==> src/rtl/spdif_cs_pkg.sv <==
package spdif_cs_pkg;
  localparam int unsigned SAMPLE_W  = 24;
  localparam int unsigned CAP_BYTES = 5;
  localparam int unsigned AUX_W     = 16;

  typedef enum logic [1:0] {
    WL_KEEP24 = 2'b00,
    WL_KEEP20 = 2'b01,
    WL_KEEP16 = 2'b10,
    WL_AUTO   = 2'b11
  } wl_sel_e;
endpackage

==> src/rtl/spdif_cs_shift.sv <==
module spdif_cs_shift #(
  parameter int unsigned NBYTES = 5
) (
  input  logic                  clk,
  input  logic                  rst_n,
  input  logic                  strobe,
  input  logic                  is_left,
  input  logic                  blk_start,
  input  logic                  cs_bit,
  output logic [NBYTES*8-1:0]   bytes_o,
  output logic                  have_o
);
  localparam int unsigned NB = NBYTES * 8;
  localparam int unsigned CW = $clog2(NB + 1);

  logic [NB-1:0] shreg_q, shreg_d, bytes_q, bytes_d;
  logic [CW-1:0] cnt_q, cnt_d;
  logic          act_q, act_d, have_q, have_d;
  logic          take;

  assign take = strobe & is_left;

  always_comb begin
    shreg_d = shreg_q;
    cnt_d   = cnt_q;
    act_d   = act_q;
    bytes_d = bytes_q;
    have_d  = have_q;
    if (take) begin
      if (blk_start) begin
        shreg_d    = '0;
        shreg_d[0] = cs_bit;
        cnt_d      = CW'(1);
        act_d      = 1'b1;
      end else if (act_q) begin
        shreg_d[cnt_q] = cs_bit;
        if (cnt_q == CW'(NB - 1)) begin
          bytes_d = shreg_d;
          have_d  = 1'b1;
          act_d   = 1'b0;
          cnt_d   = '0;
        end else begin
          cnt_d = cnt_q + CW'(1);
        end
      end
    end
  end

  always_ff @(posedge clk or negedge rst_n) begin
    if (!rst_n) begin
      shreg_q <= '0;
      cnt_q   <= '0;
      act_q   <= 1'b0;
      bytes_q <= '0;
      have_q  <= 1'b0;
    end else if (take) begin
      shreg_q <= shreg_d;
      cnt_q   <= cnt_d;
      act_q   <= act_d;
      bytes_q <= bytes_d;
      have_q  <= have_d;
    end
  end

  assign bytes_o = bytes_q;
  assign have_o  = have_q;

  assert_bytes_hold_R2: assert property (@(posedge clk) disable iff (!rst_n)
    !(strobe && is_left) |=> $stable(bytes_o));
  assert_right_ignored_R3: assert property (@(posedge clk) disable iff (!rst_n)
    (strobe && !is_left) |=> $stable(bytes_o));
  assert_early_start_R4: assert property (@(posedge clk) disable iff (!rst_n)
    (strobe && is_left && blk_start) |=> $stable(bytes_o));
endmodule

==> src/rtl/spdif_wl_mask.sv <==
module spdif_wl_mask
  import spdif_cs_pkg::*;
#(
  parameter int unsigned    W         = 24,
  parameter logic [3:0]     LONG_CODE = 4'hB
) (
  input  logic [W-1:0] sample_i,
  input  logic [1:0]   mode_i,
  input  logic         have_i,
  input  logic [3:0]   desc_i,
  output logic [W-1:0] sample_o
);
  localparam int unsigned NIB = W / 4;

  logic [NIB-1:0] keep_nib;
  logic           drop1, drop2;

  always_comb begin
    drop1 = 1'b0;
    drop2 = 1'b0;
    unique case (wl_sel_e'(mode_i))
      WL_KEEP24: ;
      WL_KEEP20: drop1 = 1'b1;
      WL_KEEP16: begin drop1 = 1'b1; drop2 = 1'b1; end
      WL_AUTO: begin
        if (have_i && desc_i != LONG_CODE) begin
          drop1 = 1'b1;
          drop2 = 1'b1;
        end
      end
      default: ;
    endcase
  end

  genvar g;
  generate
    for (g = 0; g < NIB; g++) begin : g_nib
      if (g == 0) begin : g_lo
        assign keep_nib[g] = ~drop1;
      end else if (g == 1) begin : g_mid
        assign keep_nib[g] = ~drop2;
      end else begin : g_hi
        assign keep_nib[g] = 1'b1;
      end
      assign sample_o[4*g +: 4] = sample_i[4*g +: 4] & {4{keep_nib[g]}};
    end
  endgenerate
endmodule

==> src/rtl/spdif_aux_reg.sv <==
module spdif_aux_reg (
  input  logic        clk,
  input  logic        rst_n,
  input  logic        strobe,
  input  logic        is_left,
  input  logic        validity,
  input  logic        user_bit,
  input  logic        cs_bit,
  input  logic        blk_start,
  input  logic        tx_en,
  input  logic        tx_bit_in,
  output logic [15:0] aux_o,
  output logic        tx_bit_o
);
  logic [3:0] hdr_q, hdr_d;
  logic       vl_q, vl_d, vr_q, vr_d;
  logic       tx_q, tx_d;

  always_comb begin
    hdr_d = hdr_q;
    vl_d  = vl_q;
    vr_d  = vr_q;
    tx_d  = tx_en & tx_bit_in;
    if (strobe) begin
      hdr_d = {user_bit, cs_bit, blk_start, is_left};
      if (is_left) vl_d = validity;
      else         vr_d = validity;
    end
  end

  always_ff @(posedge clk or negedge rst_n) begin
    if (!rst_n) begin
      hdr_q <= '0;
      vl_q  <= 1'b0;
      vr_q  <= 1'b0;
      tx_q  <= 1'b0;
    end else begin
      tx_q <= tx_d;
      if (strobe) begin
        hdr_q <= hdr_d;
        vl_q  <= vl_d;
        vr_q  <= vr_d;
      end
    end
  end

  assign aux_o    = {hdr_q, 4'b0000, vl_q, vr_q, 6'b000000};
  assign tx_bit_o = tx_q;

  assert_aux_blk_R7: assert property (@(posedge clk) disable iff (!rst_n)
    strobe |=> aux_o[13] == $past(blk_start));
  assert_tx_idle_R8: assert property (@(posedge clk) disable iff (!rst_n)
    !tx_en |=> !tx_bit_o);
endmodule

==> src/rtl/spdif_cs_capture.sv <==
module spdif_cs_capture
  import spdif_cs_pkg::*;
#(
  parameter int unsigned W      = SAMPLE_W,
  parameter int unsigned NBYTES = CAP_BYTES
) (
  input  logic                clk,
  input  logic                rst_n,
  input  logic                sf_valid,
  input  logic                sf_left,
  input  logic [W-1:0]        sf_sample,
  input  logic                sf_validity,
  input  logic                sf_user,
  input  logic                sf_cstat,
  input  logic                sf_blk_start,
  input  logic [1:0]          wl_mode,
  input  logic                tx_en,
  input  logic                tx_bit_in,
  output logic                out_valid,
  output logic                out_left,
  output logic [W-1:0]        out_sample,
  output logic [NBYTES*8-1:0] cs_bytes,
  output logic [15:0]         aux_word,
  output logic                tx_bit_out
);
  localparam int unsigned NB = NBYTES * 8;

  logic [1:0]   rst_pipe;
  logic         rst_sn;
  logic         have_cs;
  logic [W-1:0] masked;
  logic         ov_q, ol_q;
  logic [W-1:0] os_q;

  always_ff @(posedge clk or negedge rst_n) begin
    if (!rst_n) rst_pipe <= 2'b00;
    else        rst_pipe <= {rst_pipe[0], 1'b1};
  end
  assign rst_sn = rst_pipe[1];

  spdif_cs_shift #(.NBYTES(NBYTES)) u_shift (
    .clk(clk), .rst_n(rst_sn), .strobe(sf_valid), .is_left(sf_left),
    .blk_start(sf_blk_start), .cs_bit(sf_cstat),
    .bytes_o(cs_bytes), .have_o(have_cs)
  );

  spdif_wl_mask #(.W(W)) u_mask (
    .sample_i(sf_sample), .mode_i(wl_mode), .have_i(have_cs),
    .desc_i(cs_bytes[NB-8 +: 4]), .sample_o(masked)
  );

  spdif_aux_reg u_aux (
    .clk(clk), .rst_n(rst_sn), .strobe(sf_valid), .is_left(sf_left),
    .validity(sf_validity), .user_bit(sf_user), .cs_bit(sf_cstat),
    .blk_start(sf_blk_start), .tx_en(tx_en), .tx_bit_in(tx_bit_in),
    .aux_o(aux_word), .tx_bit_o(tx_bit_out)
  );

  always_ff @(posedge clk or negedge rst_sn) begin
    if (!rst_sn) begin
      ov_q <= 1'b0;
      ol_q <= 1'b0;
      os_q <= '0;
    end else begin
      ov_q <= sf_valid;
      if (sf_valid) begin
        ol_q <= sf_left;
        os_q <= masked;
      end
    end
  end

  assign out_valid  = ov_q;
  assign out_left   = ol_q;
  assign out_sample = os_q;

  assert_strobe_follow_R5: assert property (@(posedge clk) disable iff (!rst_sn)
    sf_valid |=> out_valid && out_left == $past(sf_left));
  assert_mask16_R5: assert property (@(posedge clk) disable iff (!rst_sn)
    (sf_valid && wl_mode == 2'b10) |=> out_sample[7:0] == 8'h00);
  assert_auto_first_R6: assert property (@(posedge clk) disable iff (!rst_sn)
    (sf_valid && wl_mode == 2'b11 && !have_cs) |=> out_sample == $past(sf_sample));
endmodule

==> config.mk <==
export PLATFORM = sky130hd
export DESIGN_NAME = spdif_cs_capture
export DESIGN_NICKNAME = d
export VERILOG_FILES = /design/src/rtl/spdif_cs_pkg.sv /design/src/rtl/spdif_cs_shift.sv /design/src/rtl/spdif_wl_mask.sv /design/src/rtl/spdif_aux_reg.sv /design/src/rtl/spdif_cs_capture.sv
export SDC_FILE = /design/constraint.sdc
export NUM_CORES = 1
export LEC_CHECK = 0
export ABC_CLOCK_PERIOD_IN_PS = 4100
export CAP_MARGIN = 30
export CORE_ASPECT_RATIO = 0.8
export CORE_MARGIN = 5
export CORE_UTILIZATION = 45
export CTS_CLUSTER_SIZE = 14
export DETAILED_ROUTE_END_ITERATION = 16
export PLACE_DENSITY = 0.79
export SYNTH_ARGS = -nofsm -noshare
export SYNTH_HDL_FRONTEND = slang
export SYNTH_SLANG_ARGS = --single-unit
==> constraint.sdc <==
create_clock -name clk -period 4.1 [get_ports clk]
set_input_delay 0.615 -clock clk [delete_from_list [all_inputs] [get_ports clk]]
set_output_delay 0.615 -clock clk [all_outputs]
set_load 0.005 [all_outputs]
==> impl_metrics.csv <==
group,metric,value,unit
drt,drc_errors,0,
pwr,comb_power_share,11.4,%
timing,tightestPinTransition,0.936,ns
synthesis,ys_ff_latch,122,
timing,timing.setup.tns,0,ns
global_route,grt_pass1_wl,23000,microns
drt,vias_per_cell,5.33,
cells_and_area,drive_gt1_share,10.9,%
clocking,cts_resized,0,
critical_path,worstPathRequired,4.43,ns
synthesis,yosysTopAreaCellShare,53.0,%
clocking,clk-insertion-delay-late,0.41,ns
synthesis,synth.area.mux_share,11.1,%
synthesis,synth_ff_type,"dfrtp_1",
run_status,outcome,"complete, no violations",
drt,post_drt_wl_per_cell,15.9,microns
placement,placedInstanceArea,0.00692,sq mm
clocking,cts-hold-fix-buffers,0,
timing,slew_headroom,37.6,%
timing,slew_violations,0,
cells_and_area,final_design_area_no_fill,0.00753,sq mm
synthesis,synth_edf_count,0,
global_route,grt_remaining_overflow,0,
synthesis,synth_top_area_cell,"dfrtp_1",
placement,hpwl,8760,microns
clocking,cts-htree-levels,4,
timing,fin_worst_skew,0.00568,ns
synthesis,yosys.area_share.simple,12.2,%
critical_path,cp_max_fo,66,
pwr,p_sw_share,23.7,%
drt,drt_pass1_iterations,5,
pwr,p_leak,3.46,nW
timing,fin_crit,2.71,ns
global_route,gr-usage-all-layers,18.6,%
synthesis,async_flop_share,100,%
clocking,cts_inserted_buffers,17,
timing,fmax,370,MHz
synthesis,syn_avg_cell_area,10.0,sq um
synthesis,syn_area,0.00576,sq mm
cells_and_area,layout_common_cells,"121 x dfrtp_1, 107 x clkdlybuf4s50_1, 82 x a21oi_1",
timing,setup_violations,0,
synthesis,syn_inst,576,
die,start_util,45.4,%
clocking,cts-root-buf,"clkbuf_16",
placement,portBuffers,108,
synthesis,yosysSeqAreaShare,53.0,%
die,die_y,111,microns
cells_and_area,area_growth,30.8,%
critical_path,start_kind,"input pin",
die,rows,37,
die,core_area,0.0127,sq mm
synthesis,synth-compound-area-share,16.4,%
timing,rsz0062_at_grt,"no",
critical_path,cp-end-kind,"register",
drt,wirelength,13600,microns
die,io-pin-count,119,
cells_and_area,antenna_cells,0,
pwr,p_seq_share,40.8,%
drt,drtIter0Drc,395,
clocking,clkTransAtPathRegs,0.05,ns
drt,ant_nets,0,
pwr,intPower,2.46,mW
critical_path,cpPeakStageDelay,0.66,ns
synthesis,synth-xor-area-share,0.152,%
global_route,grt_max_degree,67,
cells_and_area,layout_commonest_cell,"dfrtp_1",
clocking,cts.sinks,122,
critical_path,path_class,"input pin to register",
die,die_area,0.0152,sq mm
synthesis,synthAdderAreaFrac,0.869,%
clocking,cts_setup_buffers,0,
pwr,powerDensity,429,mW/mm^2
critical_path,crit_chain,"clkdlybuf4s50_1, nand4b_4, nor4_4, buf_4, nor2_1, a21oi_1",
global_route,antenna_found_initial,0,
clocking,cts_tree,"yes",
cells_and_area,nets,704,
pwr,ir_drop,0.339,mV
timing,hold_viol_final,0,
synthesis,ys_top_cells_by_area,"dfrtp_1 53%, a21oi_1 7.1%, mux2i_1 7.0%",
clocking,cts_buffer_depth,2,
critical_path,crit_arrival,3.04,ns
pwr,power.switching,0.765,mW
synthesis,yosysUniqueCellTypes,39,
worst_hold_path,hp-class,"register to register",
run,drv_cap,0,
global_route,first_global_vias,4709,
timing,finalCritPeriodShare,66.0,%
synthesis,synth_top_family_by_area,"compound AO/OA/AOI/OAI gates",
die,fp.dieW,136,microns
drt,dr_total_vias,4540,
placement,routabilityCongestion,0.786,
critical_path,cp_slowest_cell,"nand4b_4",
synthesis,yosys_warnings,0,
pwr,clockPowerShare,47.7,%
sequential cells by signal (all words and copies together), names as in the netlist:
signal and count:
out_sample 24, out_valid 1, rst_pipe 2, u_aux.hdr_q 4, u_aux.tx_bit_o 1, u_aux.vl_q 1
u_aux.vr_q 1, u_shift.act_q 1, u_shift.bytes_o 40, u_shift.cnt_q 6, u_shift.have_o 1, u_shift.shreg_q 40
layer usage:
layer | track usage [%] | share of wire, % | up-vias
li1 | - | - | 2152
met1 | 25.3 | 44 | 2202
met2 | 29.0 | 48 | 165
met3 | 5.54 | 6.6 | 21
met4 | 5.37 | 1.1 | 0
met5 | 0 | 0 | -
power by group through the flow:
stage	combinational (mW)	sequential, mW	clock (mW)
global route	0.404	1.33	1.62
CTS	0.370	1.32	1.56
detailed placement	0.367	1.34	0
finish	0.368	1.32	1.54
floorplan	0.229	1.32	0
global placement	0.353	1.33	0
cell families after synthesis:
logic type	count (synthesis)
adder cells (fa/ha/maj)	4
XOR/XNOR	1
other	2
flip-flops	122
buffers and inverters	75
multiplexers	61
AND/OR/NAND/NOR	128
AO/OA/AOI/OAI	183
cells in the mapped netlist, drive strengths merged, types with 2 or more instances:
master and instances:
nor4 2, buf 31, a21oi 82, nor2b 2, and2 2, mux2 21, nand4b 2, nor4bb 4
o22ai 8, nand3 5, dfrtp 122, nor4b 4, conb 2, mux2i 40, ha 4, a22o 2
nand2b 4, inv 12, nand2 52, clkbuf 32, o21ai 86, o41ai 2, or2 2, nor2 44
stage by stage:
stage | setup WS [ns] | util, % | hold slack, ns | total power [mW] | instances
2_1_floorplan | 0.449 | - | 0.319 | 1.55 | 585
3_3_place_gp | 1.14 | 54.1 | 0.336 | 1.69 | 815
3_5_place_dp | 0.993 | 54.6 | 0.342 | 1.71 | 819
4_1_cts | 1.42 | 59.3 | 0.353 | 3.25 | 851
5_1_grt | 1.13 | 59.4 | 0.353 | 3.35 | 852
6_report | 1.39 | 59.4 | 0.351 | 3.23 | 852
final timing paths:
path,from,slack (ns),depth (start not counted),to
max,sf_blk_start,1.39,6,u_shift.bytes_o[23]
min,rst_pipe[0],0.35,0,rst_pipe[1]
max reg2reg,u_shift.cnt_q[1],1.69,6,u_shift.bytes_o[23]
min reg2reg,rst_pipe[0],0.35,0,rst_pipe[1]
max in group asynchronous,rst_pipe[1],2.77,1,u_shift.shreg_q[36]
min in group asynchronous,rst_n,0.37,1,rst_pipe[0]
cell type report:
class | instances | area, sq um
fill | 1075 | 5150
sequential | 122 | 3060
multi-input combinational | 388 | 2380
timing repair buffer | 123 | 1220
clock buffer | 24 | 462
tap | 175 | 219
clock inverter | 8 | 143
inverter | 12 | 45.0
critical path, delay by kind of cell:
kind	cells	cell delay, ns
AND/OR/NAND/NOR	3	1.12
AO/OA/AOI/OAI	1	0.15
buffers and inverters	2	1.09
Power figures use the tool's default switching activity.
